`config.mk`:
```
export PLATFORM = sky130hd
export DESIGN_NAME = shrot_unit
export DESIGN_NICKNAME = d
export VERILOG_FILES = /design/src/rtl/shrot_pkg.sv /design/src/rtl/shrot_amount.sv /design/src/rtl/shrot_barrel.sv /design/src/rtl/shrot_rotator.sv /design/src/rtl/shrot_flagger.sv /design/src/rtl/shrot_unit.sv
export SDC_FILE = /design/constraint.sdc
export NUM_CORES = 1
export LEC_CHECK = 0
export ABC_CLOCK_PERIOD_IN_PS = 5900
export BUFFER_PORTS_ARGS = -buffer_cell sky130_fd_sc_hd__buf_2
export CAP_MARGIN = 20
export CORE_ASPECT_RATIO = 2
export CORE_MARGIN = 2
export CORE_UTILIZATION = 30
export DETAILED_ROUTE_END_ITERATION = 16
export PLACE_DENSITY = 0.56
export SETUP_SLACK_MARGIN = 0.4
export SLEW_MARGIN = 20
export SYNTH_ARGS = -nofsm -noshare
export SYNTH_HDL_FRONTEND = slang
export SYNTH_SLANG_ARGS = --single-unit
```
`constraint.sdc`:
```
create_clock -name vclk -period 5.9
set_input_delay 1.18 -clock vclk [all_inputs]
set_output_delay 1.18 -clock vclk [all_outputs]
set_load 0.02 [all_outputs]
```
`src/rtl/shrot_pkg.sv`:
```
package shrot_pkg;

    typedef enum logic [2:0] {
        OP_ASR  = 3'd0,
        OP_LSR  = 3'd1,
        OP_ASL  = 3'd2,
        OP_ASL2 = 3'd3,
        OP_ROR  = 3'd4,
        OP_ROL  = 3'd5,
        OP_RSV6 = 3'd6,
        OP_RSV7 = 3'd7
    } shrot_op_e;

    localparam int FLAG_Z = 0;
    localparam int FLAG_N = 1;
    localparam int FLAG_C = 2;
    localparam int FLAG_V = 3;
    localparam int FLAG_W = 4;

    typedef enum logic [1:0] {
        FAM_RIGHT = 2'd0,
        FAM_LEFT  = 2'd1,
        FAM_ROT   = 2'd2,
        FAM_NONE  = 2'd3
    } shrot_fam_e;

    function automatic shrot_fam_e op_family(input shrot_op_e op);
        shrot_fam_e f;
        unique case (op)
            OP_ASR, OP_LSR:  f = FAM_RIGHT;
            OP_ASL, OP_ASL2: f = FAM_LEFT;
            OP_ROR, OP_ROL:  f = FAM_ROT;
            default:         f = FAM_NONE;
        endcase
        return f;
    endfunction

endpackage

```
`src/rtl/shrot_amount.sv`:
```
module shrot_amount #(
    parameter int WIDTH = 32,
    parameter int AMT_W = 32,
    parameter int IMM_W = 8,
    parameter int FIXED_AMT = 2
) (
    input  logic [AMT_W-1:0]         amt_reg,
    input  logic [IMM_W-1:0]         amt_imm,
    input  logic                     use_imm,
    input  logic                     force_fixed,
    output logic [$clog2(WIDTH)-1:0] stage_amt,
    output logic                     saturate
);
    localparam int SH_W = $clog2(WIDTH);

    logic [AMT_W-1:0] picked;

    always_comb begin
        if (use_imm) begin
            picked = {{(AMT_W-IMM_W){1'b0}}, amt_imm};
        end else begin
            picked = amt_reg;
        end
    end

    always_comb begin
        if (force_fixed) begin
            stage_amt = SH_W'(FIXED_AMT);
            saturate  = 1'b0;
        end else begin
            stage_amt = picked[SH_W-1:0];
            saturate  = |picked[AMT_W-1:SH_W];
        end
    end

endmodule

```
`src/rtl/shrot_barrel.sv`:
```
module shrot_barrel #(
    parameter int WIDTH = 32
) (
    input  logic [WIDTH-1:0]         din,
    input  logic [$clog2(WIDTH)-1:0] amt,
    input  logic                     saturate,
    input  logic                     fill,
    output logic [WIDTH-1:0]         dout
);
    localparam int SH_W = $clog2(WIDTH);

    logic [WIDTH-1:0] stage [0:SH_W];

    assign stage[0] = din;

    for (genvar k = 0; k < SH_W; k++) begin : g_stage
        localparam int STEP = 1 << k;
        assign stage[k+1] = amt[k] ? {{STEP{fill}}, stage[k][WIDTH-1:STEP]}
                                   : stage[k];
    end

    assign dout = saturate ? {WIDTH{fill}} : stage[SH_W];

endmodule

```
`src/rtl/shrot_rotator.sv`:
```
module shrot_rotator #(
    parameter int WIDTH = 32
) (
    input  logic [WIDTH-1:0] din,
    input  logic             carry_in,
    input  logic             go_left,
    output logic [WIDTH-1:0] dout,
    output logic             carry_out
);
    always_comb begin
        if (go_left) begin
            dout      = {din[WIDTH-2:0], carry_in};
            carry_out = din[WIDTH-1];
        end else begin
            dout      = {carry_in, din[WIDTH-1:1]};
            carry_out = din[0];
        end
    end

endmodule

```
`src/rtl/shrot_flagger.sv`:
```
module shrot_flagger
    import shrot_pkg::*;
#(
    parameter int WIDTH = 32
) (
    input  shrot_op_e         op,
    input  logic [WIDTH-1:0]  res,
    input  logic              carry_new,
    input  logic [FLAG_W-1:0] fin,
    output logic [FLAG_W-1:0] fout,
    output logic [FLAG_W-1:0] fwe
);
    logic z_val;
    logic n_val;

    assign z_val = (res == '0);
    assign n_val = res[WIDTH-1];

    always_comb begin
        fout = fin;
        fwe  = '0;
        unique case (op)
            OP_ASR, OP_LSR: begin
                fwe[FLAG_Z]  = 1'b1;
                fwe[FLAG_N]  = 1'b1;
                fwe[FLAG_C]  = 1'b1;
                fout[FLAG_Z] = z_val;
                fout[FLAG_N] = n_val;
                fout[FLAG_C] = carry_new;
            end
            OP_ASL, OP_ASL2: begin
                fwe[FLAG_Z]  = 1'b1;
                fwe[FLAG_N]  = 1'b1;
                fout[FLAG_Z] = z_val;
                fout[FLAG_N] = n_val;
            end
            OP_ROR, OP_ROL: begin
                fwe          = '1;
                fout[FLAG_Z] = z_val;
                fout[FLAG_N] = n_val;
                fout[FLAG_C] = carry_new;
                fout[FLAG_V] = 1'b0;
            end
            default: begin
                fwe  = '0;
                fout = fin;
            end
        endcase
    end

    always_comb begin
        for (int b = 0; b < FLAG_W; b++) begin
            if (!fwe[b]) begin
                assert_hold_unwritten_R13: assert (fout[b] == fin[b])
                    else $error("unwritten flag %0d changed", b);
            end
        end
    end

endmodule

```
`src/rtl/shrot_unit.sv`:
```
module shrot_unit
    import shrot_pkg::*;
#(
    parameter int WIDTH = 32,
    parameter int AMT_W = 32,
    parameter int IMM_W = 8
) (
    input  logic [2:0]        op_sel,
    input  logic [WIDTH-1:0]  operand,
    input  logic [AMT_W-1:0]  amt_reg,
    input  logic [IMM_W-1:0]  amt_imm,
    input  logic              amt_use_imm,
    input  logic [3:0]        flags_in,
    output logic [WIDTH-1:0]  result,
    output logic [3:0]        flags_out,
    output logic [3:0]        flags_we
);
    localparam int SH_W = $clog2(WIDTH);

    shrot_op_e  op;
    shrot_fam_e fam;

    assign op  = shrot_op_e'(op_sel);
    assign fam = op_family(op);

    logic [SH_W-1:0]  stage_amt;
    logic             saturate;
    logic [WIDTH-1:0] rev_in;
    logic [WIDTH-1:0] shift_in;
    logic [WIDTH-1:0] shift_out;
    logic [WIDTH-1:0] rev_out;
    logic             fill_bit;
    logic [WIDTH-1:0] rot_out;
    logic             rot_carry;
    logic             carry_new;

    shrot_amount #(
        .WIDTH(WIDTH), .AMT_W(AMT_W), .IMM_W(IMM_W), .FIXED_AMT(2)
    ) u_amount (
        .amt_reg     (amt_reg),
        .amt_imm     (amt_imm),
        .use_imm     (amt_use_imm),
        .force_fixed (op == OP_ASL2),
        .stage_amt   (stage_amt),
        .saturate    (saturate)
    );

    for (genvar i = 0; i < WIDTH; i++) begin : g_rev
        assign rev_in[i]  = operand[WIDTH-1-i];
        assign rev_out[i] = shift_out[WIDTH-1-i];
    end

    assign shift_in = (fam == FAM_LEFT) ? rev_in : operand;
    assign fill_bit = (op == OP_ASR) ? operand[WIDTH-1] : 1'b0;

    shrot_barrel #(.WIDTH(WIDTH)) u_barrel (
        .din      (shift_in),
        .amt      (stage_amt),
        .saturate (saturate),
        .fill     (fill_bit),
        .dout     (shift_out)
    );

    shrot_rotator #(.WIDTH(WIDTH)) u_rot (
        .din       (operand),
        .carry_in  (flags_in[FLAG_C]),
        .go_left   (op == OP_ROL),
        .dout      (rot_out),
        .carry_out (rot_carry)
    );

    always_comb begin
        unique case (fam)
            FAM_RIGHT: begin
                result    = shift_out;
                carry_new = operand[0];
            end
            FAM_LEFT: begin
                result    = rev_out;
                carry_new = 1'b0;
            end
            FAM_ROT: begin
                result    = rot_out;
                carry_new = rot_carry;
            end
            default: begin
                result    = operand;
                carry_new = 1'b0;
            end
        endcase
    end

    shrot_flagger #(.WIDTH(WIDTH)) u_flags (
        .op        (op),
        .res       (result),
        .carry_new (carry_new),
        .fin       (flags_in),
        .fout      (flags_out),
        .fwe       (flags_we)
    );

    always_comb begin
        if (fam == FAM_RIGHT) begin
            assert_right_carry_R6: assert (flags_out[FLAG_C] == operand[0] && !flags_we[FLAG_V])
                else $error("right shift carry rule broken");
            if (saturate) begin
                assert_sat_fill_R4: assert (result == {WIDTH{fill_bit}})
                    else $error("saturated shift not filled");
            end
            if (!saturate && stage_amt == '0) begin
                assert_zero_amt_R5: assert (result == operand)
                    else $error("zero count altered operand");
            end
        end
        if (fam == FAM_LEFT) begin
            assert_left_keep_cv_R7: assert (flags_out[FLAG_C] == flags_in[FLAG_C]
                                         && flags_out[FLAG_V] == flags_in[FLAG_V]
                                         && flags_we == 4'b0011)
                else $error("left shift touched C or V");
        end
        if (fam == FAM_ROT) begin
            assert_rot_clear_v_R10: assert (flags_out[FLAG_V] == 1'b0 && flags_we[FLAG_V])
                else $error("rotate did not clear V");
        end
        if (fam == FAM_NONE) begin
            assert_reserved_idle_R12: assert (flags_we == '0 && result == operand)
                else $error("reserved op had an effect");
        end
    end

endmodule

```
==> Word level (Yosys, flattened, before mapping) <==
Index checks and enable logic that the tools add are counted.
{ "classes": {"n_addsub": 0, "multipliers": 0, "n_div": 0, "magnitude_cmp": 0, "n_eq_ne": 7, "n_shift": 0, "muxes": 22, "bitwise": 0, "reduce_logical": 9} }
{ "ops": {"columns": ["cell", "n"], "rows": [
  ["32-bit 2-to-1 mux", 9],
  ["32-bit one-hot mux with 3 select lines", 1],
  ["32-bit logical NOT", 1],
  ["27-bit OR reduction", 1],
  ["1-bit 2-to-1 mux", 7],
  ["3-bit by 2-bit == test with 1-bit output (second input constant)", 2],
  ["3-bit == test (second input constant)", 2],
  ["2-bit one-hot mux with 3 select lines", 1],
  ["2-bit OR reduction", 3],
  ["6-bit OR reduction", 1],
  ["5-bit 2-to-1 mux", 1],
  ["2-bit 2-to-1 mux", 2],
  ["4-bit OR reduction", 1],
  ["3-bit by 1-bit == test with 1-bit output (second input constant)", 1],
  ["3-bit logical NOT", 1],
  ["2-bit by 1-bit == test with 1-bit output (second input constant)", 1],
  ["2-bit == test (second input constant)", 1],
  ["2-bit logical NOT", 1],
  ["1-bit one-hot mux with 2 select lines", 1]
]} }
{ "word_totals": {"regBits": 0, "latchBits": 0, "ram_bits": 0, "romBits": 0, "in_bits": 80, "out_inout_bits": 40, "word_cells": 38, "memories": 0} }

==> Depth between registers and ports, before layout <==
Gate-level depths: netlist (run 1).
{ "logic_depth": {"word_depth": 14, "depth_mapped": 15, "ltp_nobuf": 11} }

==> Hierarchy <==
A second synthesis (run 1) with hierarchy kept.
{ "unflattened": {"hier_cells": 419, "area_unflattened_um2": 4302.9} }
{ "by_module_without_submodules": {"columns": ["mod", "instances", "cells_each", "area_per_inst_um2", "seq_area_each_um2"], "rows": [
  ["shrot_barrel", 1, 257, 1969.4, 0.0],
  ["shrot_unit", 1, 82, 1441.4, 0.0],
  ["shrot_rotator", 1, 37, 555.5, 0.0],
  ["shrot_amount", 1, 23, 177.7, 0.0],
  ["shrot_flagger", 1, 20, 158.9, 0.0]
]} }

==> Least setup slack after synthesis (run 1) <==
OpenSTA, ideal clock, no wires.
{ "synth_path": {"path_kind": "input port to output port", "startpoint": "input port op_sel[1]", "endpoint": "output port flags_out[0]", "arrival_time_ps": 4269, "t_required_ps": 4720, "setup_slack_ps": 451, "path_stages": 13, "path_buffers": 4, "path_cell_list": "buf_2 > and3b_1 > buf_4 > nor2_1 > buf_2 > buf_2 > nor3_1 > a211oi_1 > o22ai_1 > o41ai_1 > nor4_1 > and4b_1 > a31o_1"} }
{ "synth_between": {"elab_chain_len": 14, "word_cells_on_any_way": 28, "classes_between": "eq/ne: 7; mux: 14; reduce/logical: 7"} }
{ "synth_rtl": {"columns": ["element", "line", "source"], "rows": [
  ["from (decl)", "shrot_unit.sv:8", "input logic [2:0] op_sel,"],
  ["3-bit == test, or another cell as far along", "shrot_pkg.sv:29, shrot_unit.sv:67", null],
  ["2-bit OR reduction, on equally long branches", null, null],
  ["2-bit one-hot mux with 3 select lines", "shrot_pkg.sv:29", "unique case (op)"],
  ["2-bit by 1-bit == test with 1-bit output", "shrot_unit.sv:53, shrot_unit.sv:73", null],
  ["32-bit 2-to-1 mux", "shrot_unit.sv:53", "assign shift_in = (fam == FAM_LEFT) ? rev_in : operand;"],
  ["32-bit 2-to-1 mux (5 in a row)", "shrot_barrel.sv:18", "assign stage[k+1] = amt[k] ? {{STEP{fill}}, stage[k][WIDTH-1:STEP]}"],
  ["32-bit 2-to-1 mux", "shrot_barrel.sv:22", "assign dout = saturate ? {WIDTH{fill}} : stage[SH_W];"],
  ["32-bit one-hot mux with 3 select lines *", "shrot_unit.sv:73", "unique case (fam)"],
  ["via result[26]", "shrot_unit.sv:14", "output logic [WIDTH-1:0] result,"],
  ["32-bit logical NOT *", "shrot_flagger.sv:16", "assign z_val = (res == '0);"],
  ["2-bit 2-to-1 mux *", "shrot_flagger.sv:22", "unique case (op)"],
  ["to (decl)", "shrot_unit.sv:15", "output logic [3:0] flags_out,"]
]} }
Mark *: on every way through the listed nets, which the timed path passes. The rest lies on a longest branch.

==> Final worst setup path (run 1) <==
{ "layout_path": {"startpoint": "input port op_sel[0]", "endpoint": "output port flags_out[0]"} }
{ "layout_between": {"elab_chain_len": 14, "word_cells_on_any_way": 28, "classes_between": "eq/ne: 7; mux: 14; reduce/logical: 7"} }
{ "layout_rtl": {"columns": ["element", "line"], "rows": [
  ["3-bit == test, or another cell as far along", "shrot_pkg.sv:29, shrot_flagger.sv:22, shrot_unit.sv:67"],
  ["2-bit OR reduction, on equally long branches", null],
  ["2-bit one-hot mux with 3 select lines", "shrot_pkg.sv:29"],
  ["2-bit by 1-bit == test with 1-bit output", "shrot_unit.sv:53, shrot_unit.sv:73"],
  ["32-bit 2-to-1 mux", "shrot_unit.sv:53"],
  ["32-bit 2-to-1 mux (5 in a row)", "shrot_barrel.sv:18"],
  ["32-bit 2-to-1 mux", "shrot_barrel.sv:22"],
  ["32-bit one-hot mux with 3 select lines", "shrot_unit.sv:73"],
  ["32-bit logical NOT", "shrot_flagger.sv:16"],
  ["2-bit 2-to-1 mux *", "shrot_flagger.sv:22"]
]} }
Every way passes the cells marked *; elsewhere a longest branch is shown, timed or not.

==> results of run 1 <==
==> cells in the mapped netlist (all sizes together) (2+ instances only) <==
cell type,number
nand2,75
a21oi,57
nor2,42
mux2i,37
o21ai,34
buf,29
nand3,28
clkbuf,27
a22oi,23
mux4,22
mux2,21
a211oi,18
o22ai,15
a31oi,13
nor4,12
nor3,11
a32oi,8
nand4,8
o211ai,8
o21a,6
a2111oi,5
a311oi,5
and3b,5
o221ai,5
o32ai,5
or2,5
nor2b,4
o22a,4
a21o,3
a221oi,3
a31o,3
and2,3
nand2b,3
a211o,2
a221o,2
and3,2
and4b,2
inv,2
nor4b,2
o221a,2
o2bb2ai,2
o311ai,2
o41ai,2
or3,2
==> through the flow <==
step,setup WS (ns),setup TNS (ns)
after detailed placement,-0.164,-0.164
after CTS,0.413,0
after global placement,-0.161,-0.161
after global routing,0.322,0
final,0.401,0
after floorplan,0.451,0
==> final timing paths <==
path	start	to	slack, ns
setup / recovery	op_sel[0]	flags_out[0]	0.40
hold / removal	flags_in[3]	flags_out[3]	2.72
==> what timing repair did <==
item | 4_1_cts | 5_1_grt
endpoints found under the setup margin | 3 | 1
cloned | 2 | 0
gates resized for setup | 85 | 78
hold buffers | 0 | 0
pin swaps | 20 | 33
setup buffers | 27 | 23
==> layout by cell type (no fill, tap or decap), drive strengths merged, types with 8 or more instances in the layout <==
master and count:
nand4 8, nor4 12, nor2 42, a22oi 23, nor3 11, a211oi 18
buf 317, a31oi 13, nand2 75, a32oi 8, mux2 21, a21oi 57
mux2i 37, o21ai 34, mux4 22, o22ai 15, nand3 28, o211ai 8
==> worst max-delay path, cell delays in order <==
cell and delay (ns):
buf_2 0.16, and3b_2 0.25, nor2_4 0.22, buf_12 0.15, mux4_2 0.36, o22ai_2 0.24
buf_4 0.16, or2_4 0.13, buf_4 0.13, nor2_1 0.07, o41ai_2 0.30, o211ai_1 0.23
nor4_1 0.21, and4b_1 0.23, a31o_1 0.17, buf_6 0.12
==> cell families after synthesis <==
logic type             count (synthesis)
muxes                                 80
buffers and inverters                 58
AOI/OAI and AO/OA                    239
and+or+nand+nor                      208
==> routing by layer <==
layer | up-vias | global-route usage [%]
met3 | 155 | 4.10
met1 | 3238 | 39.7
met5 | - | 0
met2 | 375 | 70.0
met4 | 0 | 33.3
li1 | 2899 | -
==> area by class of cell <==
cell class | instances | share of cell area (%)
inverters | 2 | 0.109
multi-input cells | 528 | 64.6
diodes | 1 | 0.0363
well taps | 155 | 2.81
repair buffers | 317 | 32.5
==> impl_metrics.csv, run 1 <==
group,metric,value,unit
timing,rsz0062_at_grt,"true",
detailed_routing,met2_length,15300,µm
grt,grt_use_total,39.4,%
cells_and_area,fin_cells,1003,
floorplan,rows,60,
detailed_routing,drt_wl_total,29900,µm
worst_setup_path,required,4.72,ns
timing,hold_ws,2.72,ns
status,run_status,"complete, no violations",
detailed_routing,wire_per_inst,29.8,µm
detailed_routing,drtIter0Drc,408,
hold_path,whs_path_depth,3,
logic_synthesis,synth_fa_ha_area_share,0,%
timing,post-route-period-util,93.2,%
cells_and_area,multi_input_area,4450,µm²
run,drv_cap,0,
timing,setup_viol,0,
cells_and_area,num-fill-cells,1354,
place,place_congestion,1.01,
cells_and_area,utilization,51.6,%
floorplan,die_area,14600,µm²
floorplan,chipHeight,169,µm
detailed_routing,dr_total_vias,6667,
floorplan,coreArea,13400,µm²
logic_synthesis,yosysSeqAreaShare,0,%
floorplan,io_pins,120,
cells_and_area,drive_above_1_share,57.4,%
logic_synthesis,avgSynthCellArea,6.97,µm²
place,io_buffers,120,
logic_synthesis,synth_top_cell_area_share,12.1,%
detailed_routing,drtAntennaViolNets,0,
place,place_area,5720,µm²
timing,fmax,182,MHz
logic_synthesis,syn_inst,585,
timing,hold_viol,0,
grt,grt_max_degree,49,
timing,min_period,5.50,ns
grt,overflow,0,
logic_synthesis,synth_cell_types,79,
logic_synthesis,syn-num-nets,665,
logic_synthesis,synth.area.mux_share,27.4,%
timing,finalMaxSlewViolations,0,
cells_and_area,register_area,0,µm²
cells_and_area,final_nets,929,
cells_and_area,syn_to_final_growth,69.0,%
place,hpwl,23200,µm
detailed_routing,wl_met3,1390,µm
floorplan,start_util,30.5,%
worst_setup_path,worstPathMaxFanout,7,
logic_synthesis,synth_xor_area_share,0,%
grt,antenna_found_initial,1,
logic_synthesis,synth-compound-area-share,40.2,%
grt,grt_pass1_wl,42500,µm
timing,maxSlewHeadroom,59.9,%
detailed_routing,topRoutingLayerUsed,"met4",
logic_synthesis,syn_area,4080,µm²
worst_setup_path,crit_type,"primary input to output pin",
logic_synthesis,yosys.area.top_type,"mux4_2",
floorplan,die_w,86.5,µm
detailed_routing,via_per_inst,6.65,
worst_setup_path,arrival,4.32,ns
cells_and_area,design_area,6900,µm²
timing,max_slew.worst_pin.slew,0.595,ns
logic_synthesis,netlist_top_cells_area,"mux4_2 (12%), mux2i_1 (8.8%), a21oi_1 (6.9%)",
grt,grt_pass1_vias,6704,
hold_path,hp-class,"primary input to output pin",
logic_synthesis,synthSimpleGateAreaFrac,25.5,%
cells_and_area,num-clock-buffers,0,
place,dp.cells,950,
logic_synthesis,synth_top_family_by_area,"compound AO/OA/AOI/OAI gates",
detailed_routing,first_pass_iters,4,
worst_setup_path,start_kind,"primary input",
detailed_routing,wl_met1,9980,µm
cells_and_area,flops_and_latches,0,
detailed_routing,drc,0,
logic_synthesis,ys_warn_count,0,
worst_setup_path,end_kind,"output pin",
==> run 2: changes to the inputs <==
Settings changed: ABC_AREA set to 1, SKIP_LAST_GASP set to 1.
==> run 2 against run 1 <==
Compared with the run above:
- sequential cell count unchanged
- worst hold slack worse by 0.044 ns
- worst setup slack better by 0.30 ns
- die area up 8.0%
- via count up 7.3%
- area after synthesis up 8.3%
- first-iteration DRC count up 79%
- global-route usage down 7.1 points
- routed wire length down 13%
- synthesized cell count up 71%
==> impl_metrics.csv, run 2 <==
group,metric,value,unit
logic_synthesis,avgSynthCellArea,4.42,µm²
cells_and_area,register_area,0,µm²
logic_synthesis,netlist_top_cells_area,"nand2_1 (34%), nand3_1 (26%), o21ai_0 (7.1%)",
worst_setup_path,start_kind,"primary input",
detailed_routing,drtAntennaViolNets,0,
cells_and_area,final_nets,1162,
timing,maxSlewHeadroom,44.7,%
detailed_routing,via_per_inst,5.63,
cells_and_area,mostFrequentLayoutCells,"nand2_1 (405), nand3_1 (232), buf_2 (120)",
logic_synthesis,synth_commonest_cells,"nand2_1 (405), nand3_1 (232), inv_1 (72)",
detailed_routing,wire_per_inst,20.5,µm
detailed_routing,drtIter0Drc,729,
floorplan,io_pins,120,
detailed_routing,dr_total_vias,7157,
timing,fin_setup_tns,0,ns
logic_synthesis,syn-num-nets,1079,
cells_and_area,num-fill-cells,1770,
grt,overflow,0,
grt,grt_pass1_vias,7037,
grt,grt_max_degree,58,
detailed_routing,first_pass_iters,6,
power_and_ir_drop,p_per_area,120,nW/µm²
logic_synthesis,ys_warn_count,0,
logic_synthesis,synth_top_cell_area_share,34.4,%
worst_setup_path,arrival,4.02,ns
clock_network,cts_hold_buf,0,
worst_setup_path,crit_type,"primary input to output pin",
floorplan,chipHeight,176,µm
power_and_ir_drop,p_leak,2.99,nW
place,place_congestion,1.05,
grt,grt_use_total,32.3,%
run,drv_cap,0,
cells_and_area,multi_input_area,3800,µm²
status,run_status,"complete, no violations",
cells_and_area,utilization,36.0,%
timing,rsz0062_at_grt,"false",
logic_synthesis,syn_inst,999,
timing,finalMaxSlewViolations,0,
place,io_buffers,120,
floorplan,rows,62,
logic_synthesis,syn_area,4420,µm²
cells_and_area,flops_and_latches,0,
cells_and_area,syn_to_final_growth,16.9,%
cells_and_area,final_common_cell,"nand2_1",
floorplan,die_w,89.8,µm
detailed_routing,drc,0,
timing,hold_viol,0,
grt,antenna_found_initial,0,
place,hpwl,20800,µm
floorplan,coreArea,14400,µm²
worst_setup_path,end_kind,"output pin",
logic_synthesis,yosysSeqAreaShare,0,%
timing,post-route-period-util,88.1,%
grt,grt_pass1_wl,39600,µm
worst_setup_path,required,4.72,ns
cells_and_area,antenna_cells,0,
worst_setup_path,worstPathMaxFanout,16,
timing,max_slew.worst_pin.slew,0.822,ns
timing,setup_viol,0,
logic_synthesis,yosys.area.top_type,"nand2_1",
logic_synthesis,synth_cell_types,28,
power_and_ir_drop,ir_worst_vdd,0.0417,mV
hold_path,hp-class,"primary input to output pin",
logic_synthesis,yosysMostFrequentCell,"nand2_1",
floorplan,die_area,15800,µm²
floorplan,start_util,30.8,%
timing,fmax,192,MHz
cells_and_area,num-clock-buffers,0,
timing,min_period,5.20,ns
cells_and_area,drive_above_1_share,15.3,%
detailed_routing,drt_wl_total,26100,µm
==> run 2: changes by cell type after synthesis, moves of 20 or more <==
cell     before  now
a22oi_1      22    1
inv_1         2   72
nor2_1       39   65
nand4_1       8   32
o21ai_0      31   63
nand2_1      74  405
mux2i_1      36    0
nand3_1      28  232
mux4_2       22    0
mux2_2       20    0
==> run 2: logic make-up after synthesis <==
logic type             synth area share (%)
AND/OR/NAND/NOR                        73.3
AO/OA/AOI/OAI                          12.6
buffers and inverters                  14.1
==> run 2: repair_timing <==
item | in CTS | in global routing
endpoints found under the setup margin | 0 | 1
buffers inserted | 0 | 0
resized for setup | 0 | 1
endpoints found under the hold margin | 0 | 0
==> run 2: worst paths after layout <==
kind	from	to	depth (start not counted)
min	flags_in[3]	flags_out[3]	4
max	op_sel[1]	flags_out[0]	19
==> run 2: layer usage <==
metal	share of wire [%]	global-route usage, %	wire, µm
met1	34	33.9	8930
met5	0	0	0
met4	9.8	24.0	2550
met2	50	59.4	13000
met3	6.1	2.49	1590
==> run 2: final cells by class <==
type,instances,area share [%]
Timing Repair Buffer,148,15.9
Tap cell,192,4.65
Inverter,79,5.84
Multi-Input combinational cell,853,73.6
==> run 2: per-stage QoR <==
step                setup slack (ns)  std cells  total power, mW  area (µm²)  hold slack, ns
finish                         0.704       1272            0.618        5160            2.68
detailed placement             0.791       1272            0.595        5160            2.68
global route                   0.411       1272            0.673        5160            2.68
floorplan                       1.51        999            0.391        4420            2.48
global placement               0.774       1272            0.597        5160            2.67
CTS                            0.784       1272            0.597        5160            2.68
==> run 2: report_power, final <==
group / leakage (nW) / total (mW) / internal (mW) / switching [mW]
Combinational: 2.99 / 0.618 / 0.177 / 0.440
Clock: 0 / 0 / 0 / 0
Sequential: 0 / 0 / 0 / 0
Total: 2.99 / 0.618 / 0.177 / 0.440
==> run 2: worst max-delay path, cell delays in order <==
cell     delay (ns)
buf_2          0.19
nand2_2        0.27
buf_4          0.28
o21ai_0        0.34
nand2_1        0.13
nand3_1        0.12
nand3_1        0.09
nand3_1        0.20
nand3_1        0.19
nand4_1        0.13
nand2_1        0.07
nand2_1        0.07
nand2_1        0.10
nor2_1         0.11
nand2_1        0.06
nor2_1         0.18
nand2_1        0.08
nand2_1        0.05
buf_2          0.16
Power figures use the tool's default switching activity.
==> run 3: changes to the inputs <==
Settings changed: CORE_ASPECT_RATIO 2 to 0.5, PLACE_DENSITY 0.56 to 0.59.
==> run 3 against run 2 <==
Compared with the run above:
- global-route usage shrank 0.19 points
- maximum frequency shrank 2.3%
- via count grew 1.7%
- critical endpoint unchanged
- highest routed layer unchanged
==> impl_metrics.csv, run 3 (synthesis results as in run 2) <==
group,metric,value,unit
cells_and_area,register_area,0,µm²
clock_network,post_cts_buffers,0,
floorplan,rows,31,
timing,setup_viol,0,
detailed_routing,first_pass_iters,8,
detailed_routing,dr_total_vias,7278,
detailed_routing,wl_met3,3150,µm
grt,grt_pass1_wl,39400,µm
grt,antenna_found_initial,1,
power_and_ir_drop,ir_worst_vdd,0.0400,mV
clock_network,cts_hold_buf,0,
timing,post-route-period-util,90.1,%
timing,hold_viol,0,
detailed_routing,wire_per_inst,20.2,µm
timing,maxSlewHeadroom,65.5,%
clock_network,cts-resized-gates,0,
worst_setup_path,required,4.72,ns
grt,overflow,0,
worst_setup_path,crit_chain,"clkbuf_4, inv_4, nand2_2, buf_12, o21ai_0, nand2_1, nand3_1, nand3_1, nand3_1, nand3_1, nand4_1, nand2_1, nand2_1, nand2_1, nor2_1, nand2_1, nor2_1, nand2_1, nand2_1, buf_2",
place,io_buffers,120,
hold_path,min_to,"flags_out[3]",
hold_path,hp-start,"flags_in[3]",
cells_and_area,mostFrequentLayoutCells,"nand2_1 (405), nand3_1 (232), buf_2 (118)",
detailed_routing,met2_length,10100,µm
timing,max_slew.worst_pin.slew,0.517,ns
cells_and_area,final_common_cell,"nand2_1",
timing,fin_setup_tns,0,ns
worst_setup_path,slowest_stage,"o21ai_0",
detailed_routing,wl_met1,11900,µm
cells_and_area,multi_input_area,3800,µm²
cells_and_area,utilization,35.8,%
timing,rsz0062_at_grt,"false",
cells_and_area,drive_above_1_share,14.8,%
detailed_routing,drtIter0Drc,1038,
floorplan,coreArea,14400,µm²
cells_and_area,num-fill-cells,1775,
power_and_ir_drop,p_leak,2.98,nW
place,place_congestion,1.05,
worst_setup_path,start_kind,"primary input",
grt,grt_use_total,32.1,%
detailed_routing,via_per_inst,5.71,
floorplan,start_util,30.6,%
detailed_routing,drc,0,
floorplan,io_pins,120,
worst_setup_path,cpPeakStageDelay,0.31,ns
worst_setup_path,cp_common_cell,"nand2_1",
grt,grt_pass1_vias,6530,
floorplan,die_area,15800,µm²
cells_and_area,final_nets,1157,
detailed_routing,topRoutingLayerUsed,"met4",
worst_setup_path,crit_family,"simple AND/OR/NAND/NOR gates",
worst_setup_path,end_kind,"output pin",
cells_and_area,syn_to_final_growth,16.9,%
power_and_ir_drop,p_per_area,121,nW/µm²
cells_and_area,flops_and_latches,0,
worst_setup_path,crit_type,"primary input to output pin",
place,hpwl,20300,µm
hold_path,whs_path_depth,4,
timing,fmax,188,MHz
floorplan,die_w,176,µm
floorplan,chipHeight,89.8,µm
hold_path,hp-class,"primary input to output pin",
worst_setup_path,arrival,4.14,ns
cells_and_area,num-clock-buffers,0,
worst_setup_path,path_buf_inv,4,
worst_setup_path,worstPathMaxFanout,60,
detailed_routing,drtAntennaViolNets,0,
status,run_status,"complete, no violations",
run,drv_cap,0,
grt,grt_max_degree,61,
timing,min_period,5.32,ns
detailed_routing,drt_wl_total,25700,µm
timing,hold_ws,2.67,ns
timing,finalMaxSlewViolations,0,
==> run 3: cell count changes in the layout (fill, tap and decap cells not counted), sizes merged <==
cell,previous run,this run
buf,148,141
clkbuf,0,2
diode,0,1
==> run 3: worst max path at each step <==
stage	start	endpoint	slack [ns]	cells after the start
2_1_floorplan	op_sel[1]	flags_out[0]	1.51	18
3_3_place_gp	op_sel[2]	flags_out[0]	0.55	21
3_5_place_dp	op_sel[2]	flags_out[0]	0.61	21
4_1_cts	op_sel[2]	flags_out[0]	0.58	21
5_1_grt	op_sel[2]	flags_out[0]	0.41	21
6_report	op_sel[2]	flags_out[0]	0.58	20
==> run 3: where the power goes <==
group	internal, mW	switching (mW)
registers	0	0
clock network	0.0000000656	0
logic	0.178	0.446
==> run 3: stage by stage <==
step                total power [mW]  std cells  setup slack (ns)  cell area, µm²
floorplan                      0.391        999              1.51            4420
global placement               0.603       1273             0.551            5140
detailed placement             0.597       1273             0.606            5140
CTS                            0.599       1273             0.582            5140
global route                   0.676       1273             0.410            5160
finish                         0.624       1274             0.583            5160
==> run 3: metal layers <==
metal / vias up / GRT usage [%]
met5: - / 0
met2: 472 / 45.1
met4: 0 / 5.79
met3: 51 / 5.96
met1: 3326 / 49.9
li1: 3429 / -
==> run 3: layout make-up <==
cell class	instances	area share [%]
Inverter	79	5.89
Tap cell	198	4.80
Antenna cell	1	0.0485
Timing Repair Buffer	143	15.6
Multi-Input combinational cell	853	73.7
